File: config.mk
export PLATFORM = sky130hd
export DESIGN_NAME = mult8_unit
export DESIGN_NICKNAME = d
export VERILOG_FILES = /design/src/rtl/mul_pkg.sv /design/src/rtl/mul_opnd_stage.sv /design/src/rtl/mul_array.sv /design/src/rtl/mul_out_stage.sv /design/src/rtl/mult8_unit.sv
export SDC_FILE = /design/constraint.sdc
export NUM_CORES = 1
export LEC_CHECK = 0
export ABC_AREA = 1
export ABC_CLOCK_PERIOD_IN_PS = 5650
export BUFFER_PORTS_ARGS = -buffer_cell sky130_fd_sc_hd__buf_2
export CORE_MARGIN = 8
export CORE_UTILIZATION = 55
export DETAILED_ROUTE_END_ITERATION = 12
export GPL_TIMING_DRIVEN = 0
export HOLD_SLACK_MARGIN = 0.02
export MAX_ROUTING_LAYER = met4
export PLACE_DENSITY = 0.73
export REMOVE_ABC_BUFFERS = 1
export SYNTH_ARGS = -nofsm -noshare
export SYNTH_HDL_FRONTEND = slang
export SYNTH_SLANG_ARGS = --single-unit
export TNS_END_PERCENT = 10
File: constraint.sdc
create_clock -name clk_i -period 5.65 [get_ports clk_i]
set_input_delay 1.13 -clock clk_i [delete_from_list [all_inputs] [get_ports clk_i]]
set_output_delay 1.13 -clock clk_i [all_outputs]
set_load 0.03 [all_outputs]
File: src/rtl/mul_pkg.sv
package mul_pkg;
   localparam int MODE_W   = 3;
   localparam int MODE_FRC = 2;
   localparam int MODE_AS  = 1;
   localparam int MODE_BS  = 0;
   typedef enum int {ARR_OPERATOR = 0, ARR_SHIFT_ADD = 1} arr_style_e;
endpackage

File: src/rtl/mul_opnd_stage.sv
module mul_opnd_stage
   import mul_pkg::*;
#(
   parameter int OP_W = 8,
   localparam int EW = OP_W + 1
) (
   input  logic                 clk_i,
   input  logic                 rst_ni,
   input  logic                 load_i,
   input  logic [MODE_W-1:0]    mode_i,
   input  logic [OP_W-1:0]      opa_i,
   input  logic [OP_W-1:0]      opb_i,
   output logic signed [EW-1:0] xa_o,
   output logic signed [EW-1:0] xb_o,
   output logic                 frac_o
);
   logic              a_sg, b_sg, swap;
   logic [OP_W-1:0]   sel_a, sel_b;
   logic [EW-1:0]     nx_a, nx_b;

   always_comb begin
      a_sg  = mode_i[MODE_AS];
      b_sg  = mode_i[MODE_BS];
      swap  = b_sg & ~a_sg;
      sel_a = swap ? opb_i : opa_i;
      sel_b = swap ? opa_i : opb_i;
      nx_a  = {(a_sg | b_sg) & sel_a[OP_W-1], sel_a};
      nx_b  = {a_sg & b_sg & sel_b[OP_W-1], sel_b};
   end

   always_ff @(posedge clk_i or negedge rst_ni) begin
      if (!rst_ni) begin
         xa_o   <= '0;
         xb_o   <= '0;
         frac_o <= 1'b0;
      end else if (load_i) begin
         xa_o   <= nx_a;
         xb_o   <= nx_b;
         frac_o <= mode_i[MODE_FRC];
      end
   end
endmodule

File: src/rtl/mul_array.sv
module mul_array
   import mul_pkg::*;
#(
   parameter int OP_W  = 8,
   parameter int STYLE = ARR_OPERATOR,
   localparam int EW = OP_W + 1,
   localparam int XW = 2 * EW,
   localparam int PW = 2 * OP_W
) (
   input  logic signed [EW-1:0] xa_i,
   input  logic signed [EW-1:0] xb_i,
   output logic [PW-1:0]        prod_o
);
   logic signed [XW-1:0] ax, full;
   assign ax = XW'(xa_i);

   if (STYLE == ARR_OPERATOR) begin : g_op
      logic signed [XW-1:0] bx;
      assign bx   = XW'(xb_i);
      assign full = ax * bx;
   end else begin : g_sa
      always_comb begin
         full = '0;
         for (int i = 0; i < EW; i++) begin
            if (xb_i[i]) begin
               if (i == EW - 1) full = full - (ax <<< i);
               else             full = full + (ax <<< i);
            end
         end
      end
   end

   assign prod_o = full[PW-1:0];
endmodule

File: src/rtl/mul_out_stage.sv
module mul_out_stage #(
   parameter int OP_W = 8,
   localparam int PW = 2 * OP_W
) (
   input  logic          clk_i,
   input  logic          rst_ni,
   input  logic          load_i,
   input  logic          frac_i,
   input  logic [PW-1:0] raw_i,
   output logic [PW-1:0] prod_o,
   output logic          carry_o,
   output logic          valid_o
);
   logic [PW-1:0] adj;
   logic          adj_c;

   always_comb begin
      if (frac_i) begin
         adj   = {raw_i[PW-2:0], 1'b0};
         adj_c = raw_i[PW-1];
      end else begin
         adj   = raw_i;
         adj_c = 1'b0;
      end
   end

   always_ff @(posedge clk_i or negedge rst_ni) begin
      if (!rst_ni) begin
         prod_o  <= '0;
         carry_o <= 1'b0;
         valid_o <= 1'b0;
      end else begin
         valid_o <= load_i;
         if (load_i) begin
            prod_o  <= adj;
            carry_o <= adj_c;
         end
      end
   end
endmodule

File: src/rtl/mult8_unit.sv
module mult8_unit
   import mul_pkg::*;
#(
   parameter int OP_W  = 8,
   parameter int STYLE = ARR_OPERATOR,
   localparam int EW = OP_W + 1,
   localparam int PW = 2 * OP_W
) (
   input  logic              clk_i,
   input  logic              rst_ni,
   input  logic              start_i,
   input  logic [MODE_W-1:0] mode_i,
   input  logic [OP_W-1:0]   opa_i,
   input  logic [OP_W-1:0]   opb_i,
   output logic [PW-1:0]     prod_o,
   output logic              carry_o,
   output logic              valid_o
);
   if (OP_W < 2 || OP_W > 32) begin : g_bad_width
      $error("mult8_unit: OP_W must lie in 2..32");
   end
   if (STYLE != ARR_OPERATOR && STYLE != ARR_SHIFT_ADD) begin : g_bad_style
      $error("mult8_unit: unknown STYLE");
   end

   logic                 acc, s1_full, s1_frac;
   logic signed [EW-1:0] xa, xb;
   logic [PW-1:0]        raw;

   assign acc = start_i & ~s1_full;

   always_ff @(posedge clk_i or negedge rst_ni) begin
      if (!rst_ni) s1_full <= 1'b0;
      else         s1_full <= acc;
   end

   mul_opnd_stage #(.OP_W(OP_W)) u_opnd (
      .clk_i (clk_i),
      .rst_ni(rst_ni),
      .load_i(acc),
      .mode_i(mode_i),
      .opa_i (opa_i),
      .opb_i (opb_i),
      .xa_o  (xa),
      .xb_o  (xb),
      .frac_o(s1_frac)
   );

   mul_array #(.OP_W(OP_W), .STYLE(STYLE)) u_arr (
      .xa_i  (xa),
      .xb_i  (xb),
      .prod_o(raw)
   );

   mul_out_stage #(.OP_W(OP_W)) u_out (
      .clk_i  (clk_i),
      .rst_ni (rst_ni),
      .load_i (s1_full),
      .frac_i (s1_frac),
      .raw_i  (raw),
      .prod_o (prod_o),
      .carry_o(carry_o),
      .valid_o(valid_o)
   );
endmodule

* Word level (Yosys, flattened, before mapping) *
Cells that the tools add are included.

storage, ports and cells
  register bits after elaboration = 38
  logic and storage cells = 20

operators by class
  bitwise gates (word level) = 8
  multipliers = 1
  multiplexer cells = 4

operators with widths
  kind            count
  $mul A9 B9 Y16  1
  $mux W16        1
  $mux W8         2
  $and A1 B1 Y1   5
  $not A1 Y1      2
  $mux W1         1
  $or A1 B1 Y1    1

* Longest topological paths before layout *
Gate-level depths: netlist of the first run.

  depth in word-level cells = 4
  gate-level depth with buffers = 22

* Cells and area by module *
A second synthesis of the first run with hierarchy kept.

second synthesis, totals
  cell total of the unflattened synthesis = 682
  area total of the unflattened synthesis = 5133.7 um^2

modules (own cells, without submodules)
  module          area each (um^2)  instances  cells each
  mul_array       3074.2            1          421
  mul_opnd_stage  1091.0            1          135
  mul_out_stage   933.4             1          123
  mult8_unit      35.0              1          3

* Worst setup path before layout of the first run *
Ideal clock, no wire load.

  kind = flip-flop to flip-flop
  from = register u_opnd.xb_o[0]
  to = register u_out.prod_o[14]
  data arrival time = 4.320 ns
  data required time = 5.525 ns
  setup time = 0.125 ns
  path slack = 1.205 ns
  cell stages (with the launch flop) = 19
  path buffers = 1
  period minus slack after synthesis = 4.445 ns
  path through = dfrtp_1 -> clkbuf_1 -> nand2_1 -> fa_1 -> inv_1 -> fa_1 -> fa_1 -> fa_1 -> fa_1 -> ha_1 -> a21oi_1 -> nand2_1 -> nand2_1 -> nand2_2 -> nand2_1 -> nand2_1 -> nor2_1 -> nand3b_1 -> nand3_1

on the way
  word-level cells in the longest chain between the ends = 2

ends and longest elaborated chain
  what                    line                  source
  start, declared         mul_opnd_stage.sv:14  output logic signed [EW-1:0] xb_o,
  start signal, assigned  mul_opnd_stage.sv:38  xb_o <= nx_b;
  $mul A9 B9 Y16          mul_array.sv:20       assign full = ax * bx;
  $mux W16                mul_out_stage.sv:18   if (frac_i) begin
  end signal, assigned    mul_out_stage.sv:35   prod_o <= adj;
  end, declared           mul_out_stage.sv:10   output logic [PW-1:0] prod_o,

Every way passes these cells.
A chain may end at the register's enable or synchronous reset.

* Worst setup path after layout of the first run *
  from = register u_opnd.xa_o[5]
  to = register u_out.prod_o[14]

on the way
  word-level cells in the longest chain between the ends = 2

ends and longest elaborated chain
  what                    line                  source
  start, declared         mul_opnd_stage.sv:13  output logic signed [EW-1:0] xa_o,
  start signal, assigned  mul_opnd_stage.sv:37  xa_o <= nx_a;
  $mul A9 B9 Y16          mul_array.sv:20
  $mux W16                mul_out_stage.sv:18

Every way passes these cells.

==> impl_metrics.csv, run 1 <==
group,metric,value,unit
global_routing,grtUsageMet3,2.16,%
global_routing,grtUsageMet2,34.5,%
clock_network,root_buffer,"clkbuf_8",
outcome,status,"finished, final reports clean",
run,cap_viol_max_count,0,
layout,final_cells,698,
min_path,worstHoldPathType,"flip-flop to flip-flop",
sta,finalHoldViolations,0,
synthesis,ys_seq_area_share,21.0,%
worst_setup_path,arrival,5.04,ns
worst_setup_path,startpoint_type,"flip-flop",
clock_network,htreeDepth,2,
placed_design,hpwl,8.08,mm
clock_network,cts_buffer_depth,2,
global_routing,grt_usage,20.3,%
pwr,power_density,605,nW/um2
worst_setup_path,cp-end-kind,"flip-flop",
global_routing,grt_antenna_before_repair,0,
global_routing,first_global_vias,3927,
floorplanning,core.rowCount,33,
sta,rsz0062_at_grt,"no",
sta,tightest_slew,0.843,ns
global_routing,grt_util_met1,25.3,%
synthesis,synthesis.area,4540,um2
layout,nNetsFinal,710,
pwr,peakVddDrop,0.343,mV
clock_network,numCtsBuffers,5,
placed_design,pre_cts_ws,0.807,ns
global_routing,grt.overflow.total,0,
floorplanning,fp.dieH,107,um
clock_network,post_cts_buffers,0,
floorplanning,coreArea,8090,um2
global_routing,grt_pass1_wl,18.3,mm
detailed_routing,wirelength,10.3,mm
sta,slew_violations,0,
synthesis,yosysTopAreaCell,"fa_1",
clock_network,clock_latency,0.29,ns
layout,drive_gt1_share,9.95,%
sta,final.setup_skew,0.00569,ns
clock_network,tritoncts,"built",
clock_network,post_cts_resized,0,
layout,finish.instance_area,4840,um2
synthesis,ys.warnings.count,0,
synthesis,ys_ff_latch,38,
detailed_routing,drtIter0Drc,152,
synthesis,syn_inst,569,
worst_setup_path,critPathMaxFanout,10,
clock_network,clk_pin_slew,0.08,ns
placed_design,postPlaceCellArea,4740,um2
detailed_routing,drtPass1Iterations,4,
layout,n_antenna_cell,0,
floorplanning,die-area,11400,um2
placed_design,dp_cells,690,
sta,fin_crit_sh,86.2,%
clock_network,holdBufCountCts,0,
sta,fmax,205,MHz
synthesis,netlist.area_leader.share,27.8,%
detailed_routing,route.detailed.drc,0,
worst_setup_path,required,5.83,ns
sta,fin_crit,4.87,ns
sta,fin_setup_tns,0,ns
floorplanning,die_x,107,um
clock_network,cts_sinks,38,
global_routing,grt-busiest-layer,"met2",
synthesis,ys_types,32,
sta,final-setup-viol-count,0,
placed_design,gp_congestion,0.861,
placed_design,io_buffers,39,
global_routing,grt_max_degree,39,
synthesis,synthTopCellsByArea,"fa_1 28%, dfrtp_1 21%, nand2_1 13%, inv_1 9.8%, ha_1 9.1%",
floorplanning,start_util,56.0,%
floorplanning,io_pins,40,
detailed_routing,wl_per_cell,14.7,um
detailed_routing,antenna_left,0,
layout,syn2layout_area_growth,6.68,%
detailed_routing,vias_per_cell,5.32,
sta,slew_headroom,43.8,%
pwr,total_power,2.93,mW
sta,worst_slack,0.782,ns
pwr,p_leak,2.83,nW
synthesis,avgSynthCellArea,7.97,um2
detailed_routing,dr_total_vias,3711,
worst_setup_path,crit_type,"flip-flop to flip-flop",
-- per-stage QoR --
step	hold slack (ns)	util, %
6_report	0.438	59.8
4_1_cts	0.442	59.8
3_5_place_dp	0.424	58.6
5_1_grt	0.448	59.8
2_1_floorplan	0.410	-
3_3_place_gp	0.418	58.6
-- cell usage in the layout (no fill, tap or decap), types with 2 or more instances in the layout --
master      n
nand2_1   154
inv_1     118
fa_1       63
buf_2      39
dfrtp_1    38
ha_1       33
o21ai_0    32
nor2_1     31
nand3_1    24
a21oi_1     8
o221ai_1    7
clkbuf_8    6
o22ai_1     4
nand2_2     4
xnor2_1     4
o211ai_1    4
nand3b_1    4
inv_2       3
nor2_4      2
xor2_1      2
nand3_2     2
a21o_1      2
-- cell type report --
cell class | count | area (um2)
well taps | 105 | 131
clock inverters | 2 | 12.5
inverters | 122 | 458
multi-input cells | 386 | 3010
clock buffers | 6 | 82.6
repair buffers | 39 | 195
flip-flops and latches | 38 | 951
fillers | 730 | 3250
-- synthesized netlist by cell type --
cell type  count
xor2_1         2
a31oi_1        1
o21a_1         1
nand3_2        2
nand2_1      154
o211ai_1       4
o21ai_1        1
dfrtp_1       38
nor2_2         1
nor2_1        31
xnor2_1        4
inv_1        118
o221ai_1       7
buf_6          1
o22ai_1        4
inv_2          3
buf_2          3
or2_1          1
nand3b_1       4
a21o_1         2
clkinv_1       1
nand3_1       24
fa_1          63
nand4_1        1
clkbuf_8       1
clkbuf_1      15
nand2_2        4
buf_4          3
a21oi_1        8
nor2_4         2
ha_1          33
o21ai_0       32
-- worst max-delay path: stages (launching register included) --
cell	delay [ns]
dfrtp_1	0.66
nand2_1	0.16
fa_1	0.53
fa_1	0.55
inv_1	0.05
fa_1	0.48
fa_1	0.60
fa_1	0.43
ha_1	0.39
a21oi_1	0.21
nand2_1	0.10
nand2_1	0.08
nand2_2	0.06
nand2_1	0.06
nand2_1	0.06
nor2_1	0.12
nand3b_1	0.13
nand3_1	0.07
-- power breakdown --
part / total [mW] / switching, mW / internal (mW)
Sequential: 0.450 / 0.101 / 0.349
Clock: 0.199 / 0.101 / 0.0981
Combinational: 2.28 / 1.40 / 0.881
-- state kept, by name, indices dropped and copies added (netlist names) --
register,count
u_opnd.xa_o,9
u_opnd.frac_o,1
u_out.valid_o,1
u_out.prod_o,16
s1_full,1
u_opnd.xb_o,9
u_out.carry_o,1
-- worst paths after layout --
kind                            cells past startpoint            from  slack (ns)          endpoint
worst max register to register                     17  u_opnd.xa_o[5]        0.78  u_out.prod_o[14]
worst min register to register                      0         s1_full        0.44     u_out.valid_o
worst max-delay path                               17  u_opnd.xa_o[5]        0.78  u_out.prod_o[14]
worst min-delay path                                0         s1_full        0.44     u_out.valid_o
min in group asynchronous                           1          rst_ni        0.93   u_out.prod_o[0]
max in group asynchronous                           1          rst_ni        4.18    u_opnd.xb_o[0]
-- kinds of logic (layout without fill, tap and decap cells) --
group                    after synthesis  in the layout  share of synthesized area (%)
AO/OA/AOI/OAI                         60             60                           7.72
XOR/XNOR                               6              6                           1.16
adder cells (fa/ha/maj)               96             96                           36.9
buffers and inverters                145            169                           12.7
flip-flops                            38             38                           21.0
AND/OR/NAND/NOR                      224            224                           20.5
-- routing by layer --
layer / vias up / part of all wire, % / routed length [um]
met5: - / 0 / 0
li1: 1763 / - / -
met3: 14 / 4.6 / 478
met2: 84 / 51 / 5220
met4: 0 / 1.5 / 158
met1: 1850 / 43 / 4420
Power figures use the tool's default switching activity.
==> inputs of run 2 (changes only) <==
--- a/config.mk
+++ b/config.mk
@@ -8,14 +8,17 @@
 export ABC_AREA = 1
 export ABC_CLOCK_PERIOD_IN_PS = 5650
 export BUFFER_PORTS_ARGS = -buffer_cell sky130_fd_sc_hd__buf_2
+export CELL_PAD_IN_SITES_DETAIL_PLACEMENT = 2
+export CELL_PAD_IN_SITES_GLOBAL_PLACEMENT = 2
 export CORE_MARGIN = 8
-export CORE_UTILIZATION = 55
+export CORE_UTILIZATION = 37
 export DETAILED_ROUTE_END_ITERATION = 12
 export GPL_TIMING_DRIVEN = 0
 export HOLD_SLACK_MARGIN = 0.02
 export MAX_ROUTING_LAYER = met4
-export PLACE_DENSITY = 0.73
+export PLACE_DENSITY = 0.8
 export REMOVE_ABC_BUFFERS = 1
+export SKIP_CTS_REPAIR_TIMING = 1
 export SYNTH_ARGS = -nofsm -noshare
 export SYNTH_HDL_FRONTEND = slang
 export SYNTH_SLANG_ARGS = --single-unit
==> run 2 against run 1 <==
Against the previous run:
- routed wire length up 18%
- clock skew down 0.0030 ns
- first-iteration DRC count down 47%
- via count about the same
- combinational power up 3%
- worst hold slack better by 0.0024 ns
- sequential power down 2%
- power up 6.1%
- utilization down 18 points
- design area up 2.5%
- non-clock buffer count unchanged
- highest routed layer unchanged
==> impl_metrics.csv, run 2 (synthesis results as in run 1) <==
group,metric,value,unit
sta,final.setup_skew,0.00266,ns
worst_setup_path,crit_type,"flip-flop to flip-flop",
clock_network,htreeDepth,2,
detailed_routing,wirelength,12.1,mm
global_routing,grt_usage,17.0,%
floorplanning,io_pins,40,
worst_setup_path,rrSetupSlack,0.85,ns
run,cap_viol_max_count,0,
floorplanning,core.rowCount,40,
sta,fin_crit,4.80,ns
floorplanning,coreArea,12000,um2
outcome,status,"finished, final reports clean",
sta,rsz0062_at_grt,"no",
clock_network,clk_pin_slew,0.06,ns
worst_setup_path,startpoint_type,"flip-flop",
sta,slew_headroom,42.0,%
worst_setup_path,cp-end-kind,"flip-flop",
clock_network,tritoncts,"built",
sta,final-setup-viol-count,0,
floorplanning,die_x,127,um
detailed_routing,wl_per_cell,16.4,um
layout,regMostFlops,"u_out.prod_o",
layout,nNetsFinal,710,
detailed_routing,drtIter0Drc,81,
detailed_routing,drtPass1Iterations,6,
sta,slew_violations,0,
layout,mostFrequentLayoutCells,"154 x nand2_1, 118 x inv_1, 63 x fa_1, 39 x buf_2, 38 x dfrtp_1",
layout,drive_gt1_share,9.95,%
detailed_routing,antenna_left,0,
global_routing,grt_max_degree,39,
floorplanning,start_util,37.8,%
pwr,power_density,626,nW/um2
min_path,worstHoldPathType,"flip-flop to flip-flop",
worst_setup_path,critPathMaxFanout,10,
global_routing,grt_antenna_before_repair,0,
placed_design,io_buffers,39,
placed_design,postPlaceCellArea,4800,um2
layout,reg_top3,"u_out.prod_o: 16 flops, u_opnd.xa_o: 9 flops, u_opnd.xb_o: 9 flops",
sta,tightest_slew,0.870,ns
detailed_routing,vias_per_cell,5.01,
layout,finish.instance_area,4960,um2
sta,fin_setup_tns,0,ns
placed_design,gp_congestion,0.778,
layout,nFillCells,1441,
worst_setup_path,arrival,4.98,ns
clock_network,numCtsBuffers,5,
sta,fmax,208,MHz
pwr,p_leak,2.86,nW
clock_network,cts_buffer_depth,2,
layout,largest_reg_flops,16,
clock_network,clock_latency,0.29,ns
layout,final_common_cell,"nand2_1",
clock_network,cts_sinks,38,
worst_setup_path,required,5.82,ns
pwr,peakVddDrop,0.205,mV
detailed_routing,dr_total_vias,3708,
layout,n_antenna_cell,0,
floorplanning,fp.dieH,127,um
detailed_routing,route.detailed.drc,0,
placed_design,hpwl,10.3,mm
global_routing,grt.overflow.total,0,
layout,utilization,41.3,%
sta,fin_crit_sh,85.0,%
clock_network,root_buffer,"clkbuf_16",
layout,syn2layout_area_growth,9.38,%
sta,holdWs,0.440,ns
sta,finalHoldViolations,0,
global_routing,first_global_vias,4363,
floorplanning,die-area,16100,um2
global_routing,grt_pass1_wl,21.4,mm
-- run 2: cell types whose count changed in the layout (fill, tap and decap cells not counted), sizes merged --
cell      change
clkbuf        -1
clkinv        +1
bufinv        +1
clkinvlp      -1
-- run 2: report_power, final --
group | internal [mW] | leakage (nW) | switching [mW]
clock network | 0.207 | 0.0836 | 0.114
registers | 0.350 | 0.472 | 0.0902
logic | 0.894 | 2.31 | 1.45
total | 1.45 | 2.86 | 1.65
-- run 2: final timing paths --
path / from / endpoint / cells past startpoint
setup / recovery: u_opnd.xa_o[5] / u_out.prod_o[14] / 19
hold / removal: s1_full / u_out.valid_o / 0
setup reg to reg: u_opnd.xa_o[5] / u_out.prod_o[14] / 19
hold reg to reg: s1_full / u_out.valid_o / 0
max in group asynchronous: rst_ni / u_opnd.xb_o[6] / 1
min in group asynchronous: rst_ni / u_out.prod_o[0] / 1
-- run 2: layout make-up --
type                    count  area (um2)  area share (%)
clock buffers               5         125            2.52
clock inverters             3        40.0           0.807
inverters                 122         458            9.23
multi-input cells         386        3010            60.6
flip-flops and latches     38         951            19.2
well taps                 147         184            3.71
repair buffers             39         195            3.93
-- run 2: critical path, cell delays in order (launching register included) --
cell and delay (ns):
dfrtp_1 0.59, nand2_1 0.16, fa_1 0.55, inv_1 0.05, fa_1 0.52, inv_1 0.07
fa_1 0.48, inv_1 0.06, fa_1 0.45, fa_1 0.44, ha_1 0.39, a21oi_1 0.23
nand2_1 0.12, nand2_1 0.09, nand2_2 0.06, nand2_1 0.07, nand2_1 0.07, nor2_1 0.11
nand3b_1 0.11, nand3_1 0.07
-- run 2: stage by stage --
stage	std cells	worst slack [ns]	power, mW
final	740	0.846	3.10
after floorplan	546	1.30	2.19
after detailed placement	732	0.821	2.80
after global placement	732	0.954	2.66
after CTS	740	0.814	3.18
after global routing	740	0.510	3.54
-- run 2: per-layer routing --
layer | track usage [%] | vias to the layer above | wire (um)
met5 | - | - | 0
met4 | 4.69 | 0 | 170
met3 | 2.60 | 9 | 267
met2 | 30.2 | 35 | 6380
met1 | 19.7 | 1896 | 5290
li1 | - | 1768 | -
